### src/rtl/seg_xlate.sv
module seg_xlate #(
  parameter int SEG_W = 8,
  parameter int LIM_W = 20
) (
  input  logic               clk,
  input  logic               rst_n,
  input  logic               req_valid,
  output logic               req_ready,
  input  logic [SEG_W-1:0]   req_seg,
  input  logic [LIM_W-1:0]   req_off,
  input  logic [1:0]         req_acc,
  input  logic [31:0]        tbl_base,
  input  logic [SEG_W:0]     tbl_len,
  output logic               mem_rd_en,
  output logic [31:0]        mem_rd_addr,
  input  logic               mem_rd_valid,
  input  logic [31:0]        mem_rd_data,
  output logic               rsp_valid,
  output logic               rsp_trap,
  output logic [2:0]         rsp_cause,
  output logic [31:0]        rsp_paddr
);
  localparam int PAD_W = 32 - SEG_W - 3;
  localparam int OFF_PAD = 32 - LIM_W;

  typedef enum logic [1:0] {S_IDLE, S_RD0, S_RD1, S_RESP} state_t;

  state_t            state;
  logic [LIM_W-1:0]  off_q;
  logic [1:0]        acc_q;
  logic [31:0]       addr_q;
  logic [31:0]       base_q;
  logic [2:0]        cause_q;
  logic [31:0]       paddr_q;

  logic              accept, seg_bad, right_ok, len_ok;
  logic [2:0]        cause_d;

  assign req_ready   = (state == S_IDLE);
  assign accept      = req_valid && req_ready;
  assign seg_bad     = {1'b0, req_seg} >= tbl_len;
  assign mem_rd_en   = (state == S_RD0) || (state == S_RD1);
  assign mem_rd_addr = addr_q;
  assign rsp_valid   = (state == S_RESP);
  assign rsp_cause   = rsp_valid ? cause_q : 3'd0;
  assign rsp_trap    = rsp_valid && (cause_q != 3'd0);
  assign rsp_paddr   = rsp_valid ? paddr_q : 32'd0;

  always_comb begin
    case (acc_q)
      2'd0:    right_ok = mem_rd_data[30];
      2'd1:    right_ok = mem_rd_data[29];
      2'd2:    right_ok = mem_rd_data[28];
      default: right_ok = 1'b0;
    endcase
  end

  assign len_ok  = off_q < mem_rd_data[LIM_W-1:0];
  assign cause_d = !mem_rd_data[31] ? 3'd2 :
                   !right_ok        ? 3'd3 :
                   !len_ok          ? 3'd4 : 3'd0;

  always_ff @(posedge clk) begin
    if (!rst_n) begin
      state   <= S_IDLE;
      off_q   <= '0;
      acc_q   <= '0;
      addr_q  <= '0;
      base_q  <= '0;
      cause_q <= '0;
      paddr_q <= '0;
    end else begin
      case (state)
        S_IDLE: if (accept) begin
          off_q  <= req_off;
          acc_q  <= req_acc;
          addr_q <= tbl_base + {{PAD_W{1'b0}}, req_seg, 3'b000};
          if (seg_bad) begin
            cause_q <= 3'd1;
            paddr_q <= '0;
            state   <= S_RESP;
          end else begin
            state <= S_RD0;
          end
        end
        S_RD0: if (mem_rd_valid) begin
          base_q <= mem_rd_data;
          addr_q <= addr_q + 32'd4;
          state  <= S_RD1;
        end
        S_RD1: if (mem_rd_valid) begin
          cause_q <= cause_d;
          paddr_q <= (cause_d == 3'd0) ? base_q + {{OFF_PAD{1'b0}}, off_q} : 32'd0;
          state   <= S_RESP;
        end
        default: state <= S_IDLE;
      endcase
    end
  end
endmodule

### config.mk
export PLATFORM = sky130hd
export DESIGN_NAME = seg_xlate
export DESIGN_NICKNAME = d
export VERILOG_FILES = /design/src/rtl/seg_xlate.sv
export SDC_FILE = /design/constraint.sdc
export NUM_CORES = 1
export LEC_CHECK = 0
export CELL_PAD_IN_SITES_DETAIL_PLACEMENT = 2
export CELL_PAD_IN_SITES_GLOBAL_PLACEMENT = 2
export CORE_MARGIN = 2
export CORE_UTILIZATION = 36
export CTS_CLUSTER_DIAMETER = 100
export DETAILED_ROUTE_END_ITERATION = 10
export DONT_BUFFER_PORTS = 1
export PLACE_DENSITY_LB_ADDON = 0.1
export SLEW_MARGIN = 10
export SYNTH_ARGS = -nofsm -noshare
export SYNTH_HDL_FRONTEND = slang
export SYNTH_SLANG_ARGS = --single-unit
### constraint.sdc
create_clock -name clk -period 3.15 [get_ports clk]
set_input_delay 0.315 -clock clk [delete_from_list [all_inputs] [get_ports clk]]
set_output_delay 0.315 -clock clk [all_outputs]
set_load 0.05 [all_outputs]
==> impl_metrics.toml, run 1 <==
[sta]
layout_min_cycle_time_ps = 2800
setup_tns_ps = 0
fmax_ghz = 0.357
fin_worst_skew_ps = 9.90
hold_viol = 0
drv_slew = 0
worstMarginPinSlew_ps = 749
rsz0062_at_grt = "no"
post-route-period-util_pct = 88.8
setup_ws_ps = 351
setup_violations = 0
maxSlewHeadroom_pct = 50.0

[worst_setup_path]
critPathSlowestCell = "nand3_1"
path_cells = "inv_1 > ha_1 > nor2_1 > a21oi_2 > a21boi_2 > a41o_1 > nand3_1 > o21ai_0"
slowest_delay_ps = 470
cp-start-kind = "register"
arrival_ps = 3140
cp_data_required_time_ps = 3500
cp_max_fo = 11
path_class = "register to register"
rrSetupSlack_ps = 350
cp-end-kind = "register"

[clock_network]
hold_buffers = 1
cts_tree = "done"
cts-root-buf = "clkbuf_16"
clkTransAtPathRegs_ps = 60
insertion_delay_ps = 430
htree_levels = 4
ctsLongestPathBuffers = 2
numCtsBuffers = 17
postCtsSetupRepairBufs = 0
post_cts_resized = 0
cts.sinks = 123

[yosys]
yosysSeqAreaShare_pct = 29.2
yosys_warnings = 0
syn-num-nets = 1297
syn-cell-area_sq_um = 8440
netlist_instances = 1128
synth_area_per_cell_sq_um = 7.49
synth_cell_types = 80
synth_flop_cell = "dfxtp_1"
synth_seq_cells = 123
synth_edf_count = 0
async_flop_share_pct = 0

[min_path]
hold_path_class = "input port to register"

[die]
io_pins = 178
die_y_microns = 157
initial_utilization_pct = 36.3
die_w_microns = 157
dieArea_sq_um = 24700
fp-row-count = 56
core-area_sq_um = 23300

[status]
status = "completed"

[routing]
via_count = 8477
drc = 0
wl_per_cell_microns = 21.1
routed_wl_microns = 30900
viasPerCell = 5.77
drt_first_pass_iters = 4
drtAntennaViolNets = 0
drt_first_iter_violations = 369

[power]
power.switching_uw = 3320
seqPwrFrac_pct = 30.0
netSwitchingFraction_pct = 44.9
p_per_area_nw_per_um2 = 769
combPwrFrac_pct = 40.8
power_leakage_uw = 0.00375
p_int_uw = 4070
peakVddDrop_v = 0.000326
clkPwrFrac_pct = 29.3

[place]
dpl_cell_area_sq_um = 8960
port_buffers = 0
pre_cts_ws_ps = 316
finalWeightedCongestion = 0.821
place_hpwl_microns = 23300

[run]
cap_violations = 0

[finish]
final_cell_mix = "200 x nand2_1, 139 x a21oi_1, 123 x dfxtp_1, 59 x ha_1, 57 x o21ai_0"
multi_input_comb_area_sq_um = 5530
fillers = 2763
fin_area_sq_um = 9600
final_common_cell = "nand2_1"
n_antenna_cell = 0
drive_above_1_share_pct = 9.30
regArea_sq_um = 2460
area_growth_pct = 13.7
nets = 1307

[grt]
grt_max_degree = 33
grt_usage_pct = 25.5
grt_pass1_vias = 9010
grt_overflow = 0
grt_antenna_before_repair = 0
grt_pass1_wl_microns = 49000
-- cell families after synthesis --
| logic type | synth area share, % |
|---|---|
| AND/OR/NAND/NOR | 25.7 |
| AO/OA/AOI/OAI | 25.9 |
| XOR/XNOR | 3.53 |
| flip-flops | 29.2 |
| buffers and inverters | 5.45 |
| multiplexers | 0.859 |
| adder cells (fa/ha/maj) | 9.36 |
-- Yosys cell counts (10+ instances only) --
master,instances,share of area [%]
nor2_1,49,2.2
and3_1,14,1.0
o21ai_0,57,3.4
ha_1,60,8.9
clkbuf_1,45,2.0
and2_1,38,2.8
nand2_1,200,8.9
dfxtp_1,123,29
nor3_1,19,1.1
o211ai_1,12,1.1
a211oi_1,16,1.4
nand3_1,53,3.1
xnor2_1,28,2.9
or3_1,10,0.74
a21oi_1,139,8.2
inv_1,56,2.5
a21o_1,10,0.89
nand4_1,24,1.8
-- registers in the layout, indices dropped and copies added (netlist names) --
| signal | cells |
|---|---|
| off_q | 20 |
| acc_q | 2 |
| paddr_q | 32 |
| mem_rd_addr | 32 |
| base_q | 32 |
| cause_q | 3 |
| state | 2 |
-- stage by stage --
stage	hold slack, ps	cells	util, %	power [uW]
finish	16.6	1469	41.3	7390
global route	9.68	1469	41.3	7850
CTS	3.89	1469	41.3	7450
detailed placement	436	1437	38.5	5250
global placement	428	1437	38.5	5160
floorplan	417	1128	-	4280
-- worst paths after layout --
| check | start | endpoint | cells after the start |
|---|---|---|---|
| max reg2reg | state[0] | paddr_q[25] | 8 |
| max | state[0] | paddr_q[25] | 8 |
| min reg2reg | paddr_q[23] | paddr_q[23] | 2 |
| min | mem_rd_data[11] | base_q[11] | 2 |
-- layout make-up --
type                            count  share of cell area [%]
Timing Repair Buffer               49                    3.86
Tap cell                          319                    4.16
Clock buffer                       18                    4.57
Inverter                           57                    2.24
Multi-Input combinational cell    890                    57.5
Clock inverter                     13                    1.99
Sequential cell                   123                    25.6
-- power by group through the flow --
stage | sequential, uW | combinational [uW] | clock (uW)
2_1_floorplan | 2510 | 1770 | 0
4_1_cts | 2220 | 3030 | 2200
3_3_place_gp | 2230 | 2930 | 0
3_5_place_dp | 2240 | 3010 | 0
6_report | 2210 | 3010 | 2160
5_1_grt | 2260 | 3330 | 2260
-- worst max-delay path: cells and delay by family (launching register included) --
kind	cells	cell delay, ps
buffers and inverters	1	100
AND/OR/NAND/NOR	2	600
flip-flops	1	350
AO/OA/AOI/OAI	4	1300
adder cells (fa/ha/maj)	1	360
-- per-layer routing --
metal / vias up / GRT usage [%] / routed length [microns] / share of wire, %
li1: 4086 / - / - / -
met1: 4188 / 30.7 / 13300 / 43
met2: 168 / 45.7 / 15500 / 50
met3: 35 / 5.26 / 1620 / 5.2
met4: 0 / 7.23 / 558 / 1.8
met5: - / 0 / 0 / 0
Note: power is estimated with default switching activity, not from simulation.
==> run 2, diff against run 1 <==
--- a/config.mk
+++ b/config.mk
@@ -12,7 +12,7 @@
 export CTS_CLUSTER_DIAMETER = 100
 export DETAILED_ROUTE_END_ITERATION = 10
 export DONT_BUFFER_PORTS = 1
-export PLACE_DENSITY_LB_ADDON = 0.1
+export PLACE_DENSITY = 0.8
 export SLEW_MARGIN = 10
 export SYNTH_ARGS = -nofsm -noshare
 export SYNTH_HDL_FRONTEND = slang
==> run 2 against run 1 <==
Against the previous run:
- combinational power grew 4%
- flip-flop and latch count is the same
- fmax grew 5.3%
==> impl_metrics.toml, run 2 (synthesis gave the netlist of run 1 again) <==
[status]
status = "completed"

[die]
fp-row-count = 56
io_pins = 178
initial_utilization_pct = 36.3
dieArea_sq_um = 24700
die_w_microns = 157
die_y_microns = 157
core-area_sq_um = 23300

[finish]
final_cell_mix = "200 x nand2_1, 139 x a21oi_1, 123 x dfxtp_1, 59 x ha_1, 57 x o21ai_0"
fin_cells = 1476
final_common_cell = "nand2_1"
nets = 1313
area_growth_pct = 13.8
drive_above_1_share_pct = 9.59
n_antenna_cell = 0

[sta]
maxSlewHeadroom_pct = 40.2
setup_violations = 0
whs_ps = 16.4
hold_viol = 0
drv_slew = 0
rsz0062_at_grt = "no"
fin_worst_skew_ps = 17.5
fmax_ghz = 0.376
worstMarginPinSlew_ps = 888
post-route-period-util_pct = 84.3
setup_ws_ps = 493
setup_tns_ps = 0
layout_min_cycle_time_ps = 2660

[worst_setup_path]
cp_data_required_time_ps = 3490
cp_max_fo = 4
rrSetupSlack_ps = 490
r2r_start = "off_q[3]"
arrival_ps = 3000
path_class = "register to register"
cp-start-kind = "register"
cp-end-kind = "register"
cp-startpoint = "off_q[3]"

[place]
dp_cells = 1443
place_hpwl_microns = 23800
port_buffers = 0
finalWeightedCongestion = 0.807
pre_cts_ws_ps = 401

[clock_network]
ctsLongestPathBuffers = 2
cts-root-buf = "clkbuf_16"
cts.sinks = 123
clkTransAtPathRegs_ps = 70
cts_tree = "done"
numCtsBuffers = 17
insertion_delay_ps = 430
htree_levels = 4
post_cts_resized = 0

[min_path]
hold_path_class = "input port to register"
hp-start = "rst_n"

[grt]
grt_max_degree = 34
grt_pass1_wl_microns = 50900
grt_overflow = 0
grt_usage_pct = 26.4
grt_antenna_before_repair = 0
grt_pass1_vias = 9239

[power]
netSwitchingFraction_pct = 45.3
combPwrFrac_pct = 42.5
peakVddDrop_v = 0.000309
power.switching_uw = 3330
p_per_area_nw_per_um2 = 764
power_leakage_uw = 0.00376
clkPwrFrac_pct = 28.0
p_int_uw = 4010
seqPwrFrac_pct = 29.5

[routing]
drt_first_pass_iters = 4
routed_wl_microns = 32200
drc = 0
drtAntennaViolNets = 0
drt_first_iter_violations = 334
viasPerCell = 5.87
wl_per_cell_microns = 21.8
via_count = 8665

[run]
cap_violations = 0
-- run 2: changes by cell type in the layout (fill, tap and decap cells not counted) --
| cell | delta |
|---|---|
| buf_4 | +6 |
| inv_2 | +1 |
| clkinv_2 | +1 |
| bufinv_16 | -1 |
| inv_6 | -3 |
| clkbuf_1 | +3 |
-- run 2: layout make-up --
class,count,area [sq um]
Inverter,57,214
Clock inverter,11,145
Timing Repair Buffer,55,415
Clock buffer,21,450
Multi-Input combinational cell,890,5530
Tap cell,319,399
Sequential cell,123,2460
Fill cell,2737,13600
-- run 2: per-layer routing --
layer | vias to the layer above | global-route usage, % | part of all wire (%)
li1 | 4095 | - | -
met1 | 4329 | 31.0 | 42
met2 | 194 | 47.6 | 50
met3 | 47 | 6.00 | 5.1
met4 | 0 | 7.92 | 2.0
met5 | - | 0 | 0
-- run 2: what timing repair did --
item                                    in CTS  in global routing
hold buffers                                 1                  0
buffers inserted                             0                  0
endpoints found under the setup margin       0                  0
endpoints found under the hold margin        1                  0
-- run 2: path summary, 6_finish.rpt --
check             depth (start not counted)         endpoint
setup / recovery                          8      paddr_q[29]
hold / removal                            2  mem_rd_addr[23]
setup reg to reg                          8      paddr_q[29]
hold reg to reg                           2      paddr_q[16]
-- run 2: worst max-delay path, stage by stage, from the launching register on --
cell	delay [ps]
dfxtp_1	340
ha_1	360
o21ai_0	150
o211ai_1	260
a31o_2	260
nand4_1	250
a2111oi_0	640
nor4_1	140
o21ai_0	160
-- run 2: metrics by stage --
step	util, %	power (uW)	instance area (sq um)
6_report	41.3	7340	9610
5_1_grt	41.3	7770	9610
4_1_cts	41.3	7390	9610
3_5_place_dp	38.7	5300	9010
3_3_place_gp	38.7	5180	9010
2_1_floorplan	-	4280	8440
-- run 2: power by group through the flow --
stage	sequential (uW)	clock (uW)	combinational [uW]
global placement	2180	0	3000
finish	2170	2050	3120
detailed placement	2190	0	3100
CTS	2170	2080	3140
global route	2210	2150	3410
floorplan	2510	0	1770
==> run 3, diff against run 2 <==
==> constraint.sdc (replaced) <==
create_clock -name clk -period 2.5 [get_ports clk]
set_input_delay 0.25 -clock clk [delete_from_list [all_inputs] [get_ports clk]]
set_output_delay 0.25 -clock clk [all_outputs]
set_load 0.05 [all_outputs]
==> run 3 against run 2 <==
Against the previous run:
- the flow now finishes with violations (hold timing, setup timing)
- final cell count grew 7.0%
- fmax shrank 9.6%
- clock skew fell by 2.7 ps
- sequential share of layout area down 2.7 points
- worst hold slack got worse by 20 ps
- cell area increased by 12%
- register-to-register slack worse by 930 ps
- via count grew 11%
- sequential power rose by 22%
- critical path type unchanged
==> impl_metrics.toml, run 3 (synthesis gave the netlist of run 1 again) <==
[finish]
nets = 1415
final_common_cell = "nand2_1"
final_cell_mix = "199 x nand2_1, 134 x a21oi_1, 118 x dfxtp_1, 100 x buf_4, 56 x inv_1"
utilization_pct = 46.4
area_growth_pct = 27.9
fillers = 2606
drive_above_1_share_pct = 15.6
fin_cells = 1579

[power]
p_per_area_nw_per_um2 = 945
combPwrFrac_pct = 45.7
peakVddDrop_v = 0.000423
seqPwrFrac_pct = 25.8
clkPwrFrac_pct = 28.5
power.switching_uw = 4660
power_leakage_uw = 0.00428
p_int_uw = 5540
netSwitchingFraction_pct = 45.7

[grt]
grt_pass1_vias = 10345
grt_overflow = 0
grt_antenna_before_repair = 0
grt_usage_pct = 31.4
grt_pass1_wl_microns = 59600
grt_max_degree = 53

[clock_network]
clkTransAtPathRegs_ps = 70
cts_tree = "done"
numCtsBuffers = 17
cts.sinks = 123
insertion_delay_ps = 450
cts-root-buf = "clkbuf_16"
htree_levels = 4
ctsLongestPathBuffers = 2

[routing]
drc = 0
viasPerCell = 6.12
drt_first_pass_iters = 5
wl_met2_microns = 21700
routed_wl_microns = 43100
via_count = 9658
wl_per_cell_microns = 27.3
drtAntennaViolNets = 0
top_layer_used = "met4"
drt_first_iter_violations = 664
route.met3.wl_microns = 2460
wl_met1_microns = 16600

[sta]
setup_ws_ps = -441
rsz0062_at_grt = "yes"
setup_violations = 14
fin_worst_skew_ps = 14.8
fmax_ghz = 0.340
worstMarginPinSlew_ps = 962
hold_viol = 1
drv_slew = 0
maxSlewHeadroom_pct = 35.2
whs_ps = -3.26
setup_tns_ps = -2980
post-route-period-util_pct = 118
layout_min_cycle_time_ps = 2940

[place]
pre_cts_ws_ps = -338
port_buffers = 0
finalWeightedCongestion = 0.839
dp_cells = 1485
place_hpwl_microns = 24500

[min_path]
hold_path_depth = 2
hold_path_class = "input port to register"

[die]
io_pins = 178
fp-row-count = 56
dieArea_sq_um = 24700
core-area_sq_um = 23300
die_y_microns = 157
die_w_microns = 157
initial_utilization_pct = 36.3

[worst_setup_path]
path_cells = "ha_1 > a21oi_1 > o211ai_1 > a32oi_2 > nand4_2 > a2111oi_4 > o21ai_1 > a32o_1"
critPathSlowestCell = "a2111oi_4"
crit_family = "compound AO/OA/AOI/OAI gates"
cp_data_required_time_ps = 2840
arrival_ps = 3280
cp-end-kind = "register"
cp_num_buf_inv = 0
path_class = "register to register"
cp-start-kind = "register"
cp.depth = 8
r2r_cells = 8
cp_max_fo = 3
slowest_delay_ps = 490

[status]
violations = "hold timing, setup timing"
status = "finished, violations left"

[run]
cap_violations = 0
## run 3: cell count changes in the layout (fill, tap and decap cells not counted), sizes merged
cell,delta
diode,+1
buf,+50
bufinv,+2
clkbuf,-1
dlygate4sd3,+52
clkinvlp,-1
## run 3: final timing paths
path / from / end / slack [ps]
setup / recovery: off_q[6] / paddr_q[20] / -440
setup reg to reg: off_q[6] / paddr_q[20] / -440
hold / removal: req_off[16] / off_q[16] / -3
hold reg to reg: paddr_q[5] / paddr_q[5] / 460
## run 3: through the flow
step	area [sq um]	power, uW	hold WS, ps
floorplan	8450	5410	386
global placement	9360	6680	372
detailed placement	9360	6870	377
CTS	10600	9850	0.978
global route	10800	10700	-4.68
finish	10800	10200	-3.26
## run 3: power by group through the flow
stage / logic, uW / clock network (uW) / registers (uW)
finish: 4660 / 2910 / 2640
global route: 4990 / 3000 / 2660
CTS: 4400 / 2850 / 2600
detailed placement: 4250 / 0 / 2620
global placement: 4080 / 0 / 2610
floorplan: 2240 / 0 / 3170
## run 3: cell type report
cell class                 count  area (sq um)  area share [%]
antenna                        1          2.50          0.0232
clock buffer                  20           457            4.23
clock inverter                12           194            1.80
inverter                      57           214            1.98
multi-input combinational    890          5710            52.9
sequential                   123          2470            22.9
tap                          319           399            3.70
timing repair buffer         157          1350            12.5
## run 3: layer usage
layer,vias to the layer above,track usage (%)
met5,-,0
met2,393,58.4
li1,4300,-
met3,153,6.14
met4,0,13.2
met1,4812,34.9
## run 3: repair_timing
action / in CTS / in global routing
gates resized for setup: 12 / 40
hold buffers: 53 / 0
setup buffers: 3 / 5
endpoints found under the hold margin: 65 / 0
pin swaps: 8 / 25
setup endpoints to repair: 14 / 33
